### src/rtl/keyed_watchdog.sv
module keyed_watchdog #(
  parameter int DW = 8,
  parameter int PRE_W = 3,
  parameter int PDIV_W = 5,
  parameter logic [7:0] KEY_A = 8'hA5,
  parameter logic [7:0] KEY_B = 8'h5A
) (
  input  logic          clk,
  input  logic          rst_n,
  input  logic          osc_tick,
  input  logic          wr_en,
  input  logic [1:0]    wr_addr,
  input  logic [7:0]    wr_data,
  output logic          rst_req,
  output logic          tmo_flag,
  output logic          irq,
  output logic [DW-1:0] count
);
  localparam int SEL_B  = PRE_W;
  localparam int MODE_B = PRE_W + 1;
  localparam int RUN_B  = PRE_W + 2;
  localparam int IEN_B  = PRE_W + 3;
  localparam int FLG_B  = PRE_W + 4;
  localparam int CTL_W  = PRE_W + 4;
  localparam int PS_W   = 1 << PRE_W;
  localparam logic [1:0] A_CTL = 2'd0, A_REL = 2'd1, A_KA = 2'd2, A_KB = 2'd3;

  logic [CTL_W-1:0]  ctl_stg, ctl_sh;
  logic [DW-1:0]     rel_stg;
  logic              armed, pend;
  logic [PDIV_W-1:0] pdiv;
  logic [PS_W-1:0]   presc;

  wire wd_mode   = ctl_sh[MODE_B];
  wire wtick     = ctl_sh[SEL_B] ? osc_tick : (&pdiv);
  wire load      = pend && wtick;
  wire [PS_W-1:0] ps_lim = {PS_W{1'b1}} >> (~ctl_sh[PRE_W-1:0]);
  wire step      = wtick && !pend && ctl_sh[RUN_B] && (presc == ps_lim);
  wire uflow     = step && (count == '0);
  wire wr_ctl    = wr_en && (wr_addr == A_CTL);
  wire good_feed = armed && wr_en && (wr_addr == A_KB) && (wr_data == KEY_B);
  wire bad_feed  = armed && wr_en && !good_feed;

  assign irq = tmo_flag && ctl_sh[IEN_B];

  always_ff @(posedge clk or negedge rst_n) begin
    if (!rst_n) begin
      ctl_stg <= '0;
      rel_stg <= '1;
      armed   <= 1'b0;
      pend    <= 1'b0;
      pdiv    <= '0;
    end else begin
      pdiv <= pdiv + 1'b1;
      if (wr_ctl) ctl_stg <= wr_data[CTL_W-1:0];
      if (wr_en && wr_addr == A_REL) rel_stg <= wr_data[DW-1:0];
      if (wr_en) armed <= (wr_addr == A_KA) && (wr_data == KEY_A);
      pend <= good_feed || (pend && !wtick);
    end
  end

  always_ff @(posedge clk or negedge rst_n) begin
    if (!rst_n) begin
      ctl_sh <= '0;
      count  <= '1;
      presc  <= '0;
    end else begin
      if (load || !wd_mode) ctl_sh <= ctl_stg;
      if (load) count <= rel_stg;
      else if (step) count <= count - 1'b1;
      if (good_feed || load) presc <= '0;
      else if (wtick && ctl_sh[RUN_B]) presc <= (presc == ps_lim) ? '0 : presc + 1'b1;
    end
  end

  always_ff @(posedge clk or negedge rst_n) begin
    if (!rst_n) begin
      tmo_flag <= 1'b0;
      rst_req  <= 1'b0;
    end else begin
      if (uflow && !wd_mode) tmo_flag <= 1'b1;
      else if (wr_ctl && !wr_data[FLG_B]) tmo_flag <= 1'b0;
      if (wd_mode && (uflow || bad_feed)) rst_req <= 1'b1;
    end
  end
endmodule

### config.mk
export PLATFORM = sky130hd
export DESIGN_NAME = keyed_watchdog
export DESIGN_NICKNAME = d
export VERILOG_FILES = /design/src/rtl/keyed_watchdog.sv
export SDC_FILE = /design/constraint.sdc
export NUM_CORES = 1
export LEC_CHECK = 0
export BUFFER_PORTS_ARGS = -buffer_cell sky130_fd_sc_hd__buf_2
export CORE_MARGIN = 1
export CORE_UTILIZATION = 58
export DETAILED_ROUTE_END_ITERATION = 8
export GPL_ROUTABILITY_DRIVEN = 0
export PLACE_DENSITY = 0.79
export RECOVER_POWER = 100
export SETUP_SLACK_MARGIN = 0.2
export SLEW_MARGIN = 5
export SYNTH_ARGS = -nofsm -noshare
export SYNTH_HDL_FRONTEND = slang
export SYNTH_SLANG_ARGS = --single-unit
### constraint.sdc
create_clock -name clk -period 2.7 [get_ports clk]
set_input_delay 0.135 -clock clk [delete_from_list [all_inputs] [get_ports clk]]
set_output_delay 0.135 -clock clk [all_outputs]
set_load 0.05 [all_outputs]
==> key figures <==
Synthesis
  • Mapped Nets: 237
  • Distinct cells, synth: between 40 and 50
  • Mapped Area: 2355 um2
  • Post-synth EDFFs: 0
  • Synth Area in Adders: 2.657%
  • XOR/XNOR Fraction of Synth Area: about 1.9%
  • Fraction of registers with async set/reset: between 90% and 100%
  • Mux share of post-synthesis cell area: between 10% and 20%
  • Largest family of logic cells by synthesized area: simple AND/OR/NAND/NOR gates
  • Seq cells post-synth: 47
  • Primary FF master, synth: dfrtp_1
  • Warnings, synthesis: 0
  • Synth Area in Simple Gates: about 18%
  • Compound-cell area share of the yosys netlist: between 10% and 20%
  • Post-Synthesis Mean Instance Area: 10.80 um2
  • Synth Instances: 218
  • Sequential share of the synthesized area: roughly half

Layout
  • Share of post-route cells with drive strength above 1: 25.10%
  • Antenna Cells: 0
  • Filler-free cell count of the finished design: between 200 and 300
  • Synth-to-layout area growth: 11.21%
  • Filler cells: between 200 and 300
  • Commonest non-fill, non-tap cell in the layout: dfrtp_1
  • Most frequent cells in the layout: dfrtp_1, nand2_1, mux2_2
  • Final Cell Area: ~2600 um2
  • Layout net count: 269

Routing
  • Avg WL per Cell: between 15 and 20 um
  • Via Count: around 1800
  • Initial detailed-routing violation count: between 100 and 150
  • Final wirelength: 4.739 mm
  • TritonRoute pass-1 iters: 4
  • Post-route ant nets: 0
  • Post-route DRC: 0
  • Via density per instance: approximately 5.9

Clocking
  • Cts bufs inserted: 5
  • Clock Path Buffers: 2
  • Clock Tree Root: clkbuf_8
  • Clk sinks: 47
  • Hold buffers post-CTS: 0
  • Clk_lat worst skew: between 300 and 400 ps
  • Clock slew at reported path FFs: ~90 ps
  • CTS H-Tree Depth: 2
  • TritonCTS clock tree: yes

Timing
  • Max Slew Vio Count: 48
  • Clock skew after layout: about 9.6 ps
  • Slew HR: -61.76%
  • Fmax: between 0.4 and 0.5 GHz
  • Period Utilization, post-route: 91.07%
  • Period minus WS final: approximately 2500 ps
  • Worst slew pin tran: around 2400 ps
  • Setup TNS: 0 ps
  • Setup Viol. Count Final: 0
  • Final Hold Viols: 0
  • Unrepaired setup endpoints after global routing: yes

Die
  • # IOs: 25
  • Core area: ~3800 um2
  • Cell Rows: 22
  • Die X: 65.72 um
  • Die H: 65.72 um
  • Die ar.: 4318 um2
  • Initial Util: a little over three fifths

Power and ir drop
  • Sequential share of power: between 50% and 60%
  • P_sw: roughly 550 uW
  • Combinational power share: between 20% and 30%
  • Switch share: a little under a third
  • Internal power: roughly 1.2 mW
  • P_leak: approximately 1.1 nW
  • Clk pwr share: between 20% and 30%
  • VDD IR-drop max: around 0.4 mV
  • Pwr dens: approximately 660 nW/um2

GRT
  • Initial antenna violation count: 0
  • Pin count of the biggest net entering global routing: 48
  • Aggregate global-route resource usage: 25.73%
  • Total gr overflow: 0
  • First-pass GRT wire length: 8.307 mm
  • Vias in the first global route: roughly 1800

Flow run
  • Max_cap viols: 1

Setup path
  • R2R depth: 8
  • Worst path bufs/invs: 0
  • Critical path depth: 8
  • CP Capture Point: count[2]
  • Worst Path Required: approximately 3000 ps
  • Startpoint types: flip-flop
  • Crit Path Category: reg2reg
  • Cell seen most often among critical-path stages: ha_1
  • CP cell instances: ha_1 -> and3_1 -> ha_1 -> mux2i_1 -> or3b_1 -> or4_4 -> or3_1 -> a31oi_1
  • Arrival time worst endpoint: 2700 ps
  • Crit path largest cell delay: 470 ps
  • Slowest CP cell: or4_4
  • CP top delay family: simple AND/OR/NAND/NOR gates
  • R2R Setup Slk: ~240 ps
  • Origin of the worst setup path: pdiv[0]
  • Worst reg2reg startpoint: pdiv[0]
  • Crit end category: flip-flop
  • Worst-path fanout max: 6
  • Crit Reg-Reg Endpoint: count[2]

Run status
  • Run status: complete, but fails checks
  • Failing checks: max-capacitance violations, max-slew violations

Placement
  • Placed Area: roughly 2500 um2
  • I/O Buffers: 24
  • DP Wirelength: 3.367 mm
  • Cells after DPL: between 200 and 300

Worst hold path
  • Worst hold-check path type: in2reg
final cells by class:
class	count	area [um2]	share of cell area, %
clock buffers	6	72.57	2.771
clock inverters	2	12.51	0.4778
inverters	10	37.54	1.433
multi-input cells	156	1099	41.95
flip-flops and latches	47	1196	45.68
well taps	48	60.06	2.293
repair buffers	30	141.4	5.399
what timing repair did:
action | CTS | global route
endpoints found under the setup margin | 2 | 3
gates resized for setup | 1 | 2
buffers inserted | 0 | 2
hold endpoints to repair | 0 | 0
cells by family after synthesis:
group | after synthesis
mux | 26
xor+xnor | 5
simple gates | 79
flops | 47
buf+inv | 15
compound gates | 41
fa+ha+maj | 5
registers in the layout, indices dropped and copies added, names as in the netlist:
| register | cells |
|---|---|
| count | 8 |
| presc | 8 |
| rel_stg | 8 |
| ctl_sh | 7 |
| ctl_stg | 7 |
| pdiv | 5 |
| armed | 1 |
| pend | 1 |
| rst_req | 1 |
| tmo_flag | 1 |
how the worst min path moves through the flow:
stage / from / end / slack [ps] / cells after the start
2_1_floorplan: rst_n / armed / -160 / 0
3_3_place_gp: rst_n / presc[0] / 370 / 1
3_5_place_dp: rst_n / presc[7] / 360 / 1
4_1_cts: rst_n / presc[7] / 30 / 1
5_1_grt: wr_data[1] / rel_stg[1] / 110 / 2
6_report: wr_data[5] / rel_stg[5] / 120 / 2
cells in the mapped netlist, types with 2 or more instances:
| master | count | area share (%) |
|---|---|---|
| dfrtp_1 | 31 | 33 |
| nand2_1 | 23 | 3.7 |
| mux2_2 | 21 | 10 |
| dfstp_2 | 16 | 18 |
| nor2_1 | 13 | 2.1 |
| inv_1 | 10 | 1.6 |
| nand3_1 | 9 | 1.9 |
| o21ai_0 | 9 | 1.9 |
| a21oi_1 | 7 | 1.5 |
| or3_1 | 6 | 1.6 |
| a21o_1 | 5 | 1.6 |
| ha_1 | 5 | 2.7 |
| mux2i_1 | 5 | 2.1 |
| nand2b_1 | 5 | 1.3 |
| nand3b_1 | 3 | 0.96 |
| nor3_1 | 3 | 0.64 |
| nor4bb_1 | 3 | 1.3 |
| o211ai_1 | 3 | 0.96 |
| xnor2_1 | 3 | 1.1 |
| a2111oi_0 | 2 | 0.74 |
| a22o_1 | 2 | 0.74 |
| a31oi_1 | 2 | 0.53 |
| and3_1 | 2 | 0.53 |
| buf_2 | 2 | 0.43 |
| clkbuf_1 | 2 | 0.32 |
| nor4b_1 | 2 | 0.74 |
| o311ai_1 | 2 | 0.74 |
| or2_2 | 2 | 0.53 |
| xor2_1 | 2 | 0.74 |
power by group through the flow:
stage          clock network, mW  registers [mW]  logic [mW]
5_1_grt                    0.453           0.973       0.409
6_report                   0.424           0.954       0.360
3_5_place_dp                   0           0.963       0.364
4_1_cts                    0.434           0.951       0.368
2_1_floorplan                  0           0.945       0.270
3_3_place_gp                   0           0.958       0.351
layer usage:
layer  GRT usage, %  routed length (um)  vias to the layer above
li1               -                   -                      852
met1          35.80                2317                      870
met2          40.82                2215                       40
met3          4.861                 163                        4
met4          7.609                  43                        0
met5              0                   0                        -
through the flow:
| stage | utilization (%) | hold slack, ps | setup slack (ps) | total power, mW |
|---|---|---|---|---|
| floorplan | - | -160.6 | 348.0 | 1.215 |
| global placement | 67.42 | 365.0 | 244.0 | 1.309 |
| detailed placement | 67.42 | 361.8 | 164.5 | 1.327 |
| CTS | 69.74 | 29.38 | 242.9 | 1.753 |
| global route | 69.44 | 111.9 | 103.4 | 1.835 |
| finish | 69.44 | 118.9 | 241.2 | 1.738 |
(Power assumes the default switching activity.)
